===== src/rtl/cnt_pkg.sv =====
// Shared definitions for the presettable counter.
// Assumes WIDTH >= 4 whenever the decimal variant is chosen.
package cnt_pkg;

    // Action that the next-state logic selects for the next rising edge.
    typedef enum logic [1:0] {
        ACT_HOLD = 2'd0,
        ACT_LOAD = 2'd1,
        ACT_STEP = 2'd2
    } cnt_act_e;

    // Terminal count: nine for the decimal variant, all ones for the binary one.
    function automatic int unsigned term_count(input int unsigned width, input bit decade);
        return decade ? 9 : ((1 << width) - 1);
    endfunction

endpackage


===== src/rtl/cnt_term_detect.sv =====
// Terminal-count detection and the gated carry output.
// Assumes the count is a plain unsigned value; values above the terminal
// count do not raise the carry, but the next-state logic wraps them.
module cnt_term_detect #(
    parameter int unsigned WIDTH  = 4,
    parameter bit          DECADE = 1'b1
) (
    input  logic [WIDTH-1:0] q,
    input  logic             chain_en,
    output logic             at_term,
    output logic             past_term,
    output logic             carry_o
);
    localparam int unsigned     TERM_I = cnt_pkg::term_count(WIDTH, DECADE);
    localparam logic [WIDTH-1:0] TERM  = WIDTH'(TERM_I);

    // Compare the count against the terminal value.
    always_comb begin
        at_term   = (q == TERM);
        past_term = (q >= TERM);
    end

    // The carry is the terminal flag gated by the chain enable.
    always_comb begin
        carry_o = at_term & chain_en;
    end
endmodule


===== src/rtl/cnt_next_state.sv =====
// Next-state logic: load beats counting, and counting needs both enables.
// Clear is handled in the state register, because its timing depends on
// the variant. A count at or past the terminal value wraps to zero.
module cnt_next_state #(
    parameter int unsigned WIDTH = 4
) (
    input  logic [WIDTH-1:0] q,
    input  logic [WIDTH-1:0] din,
    input  logic             ld_n,
    input  logic             cnt_en,
    input  logic             chain_en,
    input  logic             past_term,
    output logic [WIDTH-1:0] q_nxt
);
    import cnt_pkg::*;

    cnt_act_e act;

    // Decide the action in priority order.
    always_comb begin
        if (!ld_n)                  act = ACT_LOAD;
        else if (cnt_en && chain_en) act = ACT_STEP;
        else                        act = ACT_HOLD;
    end

    // Form the value that the register takes at the next edge.
    always_comb begin
        unique case (act)
            ACT_LOAD: q_nxt = din;
            ACT_STEP: q_nxt = past_term ? '0 : q + WIDTH'(1);
            default:  q_nxt = q;
        endcase
    end
endmodule


===== src/rtl/cnt_state_reg.sv =====
// Count register; a parameter selects immediate or edge-timed clear.
// Assumes clr_n is glitch-free when the immediate variant is used.
module cnt_state_reg #(
    parameter int unsigned WIDTH     = 4,
    parameter bit          ASYNC_CLR = 1'b0
) (
    input  logic             clk,
    input  logic             clr_n,
    input  logic [WIDTH-1:0] q_nxt,
    output logic [WIDTH-1:0] q
);
    generate
        if (ASYNC_CLR) begin : g_async
            // Register with a clear that acts without waiting for the clock.
            always_ff @(posedge clk or negedge clr_n) begin
                if (!clr_n) q <= '0;
                else        q <= q_nxt;
            end
        end else begin : g_sync
            // Register with a clear sampled at the rising edge.
            always_ff @(posedge clk) begin
                if (!clr_n) q <= '0;
                else        q <= q_nxt;
            end
        end
    endgenerate
endmodule


===== src/rtl/preset_counter.sv =====
// Top of one counter stage: register, next-state logic and carry detect.
// Stages chain by driving the next stage's chain_en from carry_o.
module preset_counter #(
    parameter int unsigned WIDTH     = 4,
    parameter bit          DECADE    = 1'b1,
    parameter bit          ASYNC_CLR = 1'b0
) (
    input  logic             clk,
    input  logic             clr_n,
    input  logic             ld_n,
    input  logic [WIDTH-1:0] din,
    input  logic             cnt_en,
    input  logic             chain_en,
    output logic [WIDTH-1:0] q,
    output logic             carry_o
);
    logic [WIDTH-1:0] q_nxt;
    logic             at_term;
    logic             past_term;
    logic             unused_term;

    // at_term is only needed inside the detector, for the carry.
    assign unused_term = at_term;

    cnt_term_detect #(.WIDTH(WIDTH), .DECADE(DECADE)) u_term (
        .q(q), .chain_en(chain_en), .at_term(at_term),
        .past_term(past_term), .carry_o(carry_o)
    );

    cnt_next_state #(.WIDTH(WIDTH)) u_next (
        .q(q), .din(din), .ld_n(ld_n), .cnt_en(cnt_en),
        .chain_en(chain_en), .past_term(past_term), .q_nxt(q_nxt)
    );

    cnt_state_reg #(.WIDTH(WIDTH), .ASYNC_CLR(ASYNC_CLR)) u_reg (
        .clk(clk), .clr_n(clr_n), .q_nxt(q_nxt), .q(q)
    );
endmodule


===== config.mk =====
export PLATFORM = sky130hd
export DESIGN_NAME = preset_counter
export DESIGN_NICKNAME = d
export VERILOG_FILES = /design/src/rtl/cnt_pkg.sv /design/src/rtl/cnt_term_detect.sv /design/src/rtl/cnt_next_state.sv /design/src/rtl/cnt_state_reg.sv /design/src/rtl/preset_counter.sv
export SDC_FILE = /design/constraint.sdc
export NUM_CORES = 1
export LEC_CHECK = 0
export CAP_MARGIN = 15
export CORE_AREA = 2 2 39 41
export DETAILED_ROUTE_END_ITERATION = 16
export DIE_AREA = 0 0 41 43
export DONT_BUFFER_PORTS = 1
export HOLD_SLACK_MARGIN = 0.15
export PLACE_DENSITY = 0.4
export SKIP_LAST_GASP = 1
export SYNTH_ARGS = -nofsm -noshare
export SYNTH_HDL_FRONTEND = slang
export SYNTH_SLANG_ARGS = --single-unit

===== constraint.sdc =====
create_clock -name clk -period 1.9 [get_ports clk]
set_input_delay 0.095 -clock clk [delete_from_list [all_inputs] [get_ports clk]]
set_output_delay 0.095 -clock clk [all_outputs]
set_load 0.1 [all_outputs]

==> impl_metrics.env <==
export IMPL_maxSlewViolCount=0
export IMPL_synthMuxAreaShare_pct=3.704
export IMPL_cts_setup_buffers=0
export IMPL_avgSynthCellArea_um2=9.319
export IMPL_dieArea_um2=1763
export IMPL_drt_wl_total_um=760
export IMPL_synth_compound_area_share_pct=18.06
export IMPL_clock_latency_ns=0.23
export IMPL_synth_seq_cells=4
export IMPL_synth_top_family_by_area="simple AND/OR/NAND/NOR gates"
export IMPL_numCtsBuffers=3
export IMPL_period_share_pct=77.32
export IMPL_fin_setup_tns_ns=0
export IMPL_antenna_cells=0
export IMPL_antenna_found_initial=0
export IMPL_largest_register_ffs=4
export IMPL_grt_usage_pct=10.62
export IMPL_area_delta_synth_final_pct=75.93
export IMPL_setup_viol_count_final=0
export IMPL_cts_tree="done"
export IMPL_path_clk_slew_ns=0.03
export IMPL_maxSlewHeadroom_pct=78.92
export IMPL_synth_top_cell_by_area="dfxtp_1"
export IMPL_cts_resized=0
export IMPL_grt_pass1_wl_um=1221
export IMPL_rsz0062_at_grt="no"
export IMPL_hold_class="in -> reg"
export IMPL_clock_sinks=4
export IMPL_drt_iter0_drc=2
export IMPL_overflow=0
export IMPL_first_pass_iters=2
export IMPL_cts_hold_fix_buffers=11
export IMPL_switching_share_pct=34.04
export IMPL_power_per_cell_area_nw_per_um2=628.6
export IMPL_htreeDepth=1
export IMPL_ys_types=16
export IMPL_die_h_um=43
export IMPL_remaining_drc_errors=0
export IMPL_cp_cell_sequence="inv_1 > ha_1 > or3b_1 > a211o_1 > a31oi_1"
export IMPL_dieWidth_um=41
export IMPL_ys_warn_count=0
export IMPL_p_int_mw=0.1971
export IMPL_slowest_delay_ns=0.37
export IMPL_coreArea_um2=1384
export IMPL_seq_area_frac_synth_pct=29.63
export IMPL_max_freq_mhz=680.7
export IMPL_rows=14
export IMPL_power_frac_seq_pct=32.2
export IMPL_clockBufferDepth=2
export IMPL_final_common_cell="dlygate4sd3_1"
export IMPL_final_antenna_net_count=0
export IMPL_drive_above_1_share_pct=27.08
export IMPL_syn_nets=41
export IMPL_critical_path_required_ns=2.05
export IMPL_peakVddDrop_uv=227.5
export IMPL_max_cap_violations=0
export IMPL_fin_cells=64
export IMPL_leakage_nw=0.1971
export IMPL_num_fill_cells=149
export IMPL_synth_fa_ha_area_share_pct=13.89
export IMPL_path_buf_inv=1
export IMPL_nets=62
export IMPL_hold_viol_final=0
export IMPL_initial_core_util_pct=19.53
export IMPL_final_cell_mix="dlygate4sd3_1, buf_4"
export IMPL_portBuffers=0
export IMPL_place_gp_congestion=0.6562
export IMPL_power_clock_fraction_pct=33.7
export IMPL_largestRegisters="u_reg.q: 4 flops"
export IMPL_whs_path_depth=2
export IMPL_status="finished, final reports clean"
export IMPL_yosys_area_share_simple_pct=28.70
export IMPL_pin_count=14
export IMPL_synth_xor_area_share_pct=3.241
export IMPL_first_global_vias=340
export IMPL_start_kind="flop"
export IMPL_max_slew_worst_pin_slew_ns=0.3162
export IMPL_top_register="u_reg.q"
export IMPL_cts_root_buf="clkbuf_4"
export IMPL_ff2ff_path_depth=5
export IMPL_crit_arrival_ns=1.62
export IMPL_netlist_instances=29
export IMPL_netlist_top_cells_area="dfxtp_1, ha_1, nand3b_1, o31ai_1, a31oi_1"
export IMPL_wire_per_inst_um=11.88
export IMPL_synth_top_area_share_pct=29.63
export IMPL_cpLargestDelayFamily="compound AO/OA/AOI/OAI gates"
export IMPL_cp_num_cells=5
export IMPL_grt_max_degree=7
export IMPL_cp_max_fo=2
export IMPL_p_switching_mw=0.1018
export IMPL_fin_worst_skew_ns=0.0001688
export IMPL_period_needed_ns=1.469
export IMPL_worstSetupPathType="reg -> reg"
export IMPL_vias_per_cell=4.688
export IMPL_crit_slowest_cell="or3b_1"
export IMPL_comb_power_share_pct=34.0
export IMPL_dp_cells=50
export IMPL_setup_worst_path_end_class="flop"
export IMPL_via_count=300
export IMPL_synth_area_um2=270.3
[synthesized netlist by cell type]
cell type,count
o31ai_1,3
inv_1,2
dfxtp_1,4
and4_4,1
nand3_1,1
and4b_2,1
a31oi_1,2
nand2_1,3
ha_1,3
mux2i_1,1
xor2_1,1
and3_2,1
or3b_1,1
o21ai_0,1
nand3b_1,3
a211o_1,1
[per-layer routing]
metal,vias to the layer above,track usage [%],part of all wire [%]
li1,149,-,-
met1,139,11.18,40
met2,12,17.19,50
met3,0,2.094,9.6
met4,0,8.000,0
met5,-,0,0
[power groups by stage]
stage	sequential, mW	clock, mW	combinational, mW
after floorplan	0.140	0	0.0238
after global placement	0.0974	0	0.0830
after detailed placement	0.0977	0	0.0840
after CTS	0.0966	0.109	0.102
after global routing	0.0974	0.112	0.108
final	0.0964	0.101	0.102
[per-stage QoR]
| step | hold slack [ns] | power, mW | area (um^2) | utilization (%) | setup WS (ns) |
|---|---|---|---|---|---|
| 3_3_place_gp | 0.1989 | 0.1803 | 342.8 | 24.77 | 0.4640 |
| 4_1_cts | 0.1600 | 0.3077 | 475.5 | 34.36 | 0.3956 |
| 6_report | 0.1602 | 0.2989 | 475.5 | 34.36 | 0.4310 |
| 5_1_grt | 0.1933 | 0.3170 | 475.5 | 34.36 | 0.3495 |
| 3_5_place_dp | 0.1984 | 0.1817 | 342.8 | 24.77 | 0.3995 |
| 2_1_floorplan | 0.1877 | 0.1642 | 272.8 | - | 0.05379 |
[kinds of logic (layout without fill, tap and decap cells)]
family | after synthesis | count (layout)
AO/OA/AOI/OAI | 7 | 7
XOR/XNOR | 1 | 1
adder cells (fa/ha/maj) | 3 | 3
buffers and inverters | 2 | 21
flip-flops | 4 | 4
multiplexers | 1 | 1
AND/OR/NAND/NOR | 11 | 11
[path summary, 6_finish.rpt]
kind              slack (ns)                     from                       to
setup reg to reg        0.43  u_reg.q[1]$_SDFFE_PN0P_  u_reg.q[0]$_SDFFE_PN0P_
hold / removal          0.16                   cnt_en  u_reg.q[3]$_SDFFE_PN0P_
setup / recovery        0.43  u_reg.q[1]$_SDFFE_PN0P_  u_reg.q[0]$_SDFFE_PN0P_
hold reg to reg         0.66  u_reg.q[3]$_SDFFE_PN0P_  u_reg.q[3]$_SDFFE_PN0P_
[layout make-up]
type	count	area [um^2]	area share [%]
timing repair buffer	16	160.2	33.68
tap	16	20.02	4.211
multi-input combinational	23	182.7	38.42
sequential	4	82.58	17.37
inverter	2	7.507	1.579
clock buffer	3	22.52	4.737
No activity file was read; power rests on OpenSTA's default activity.
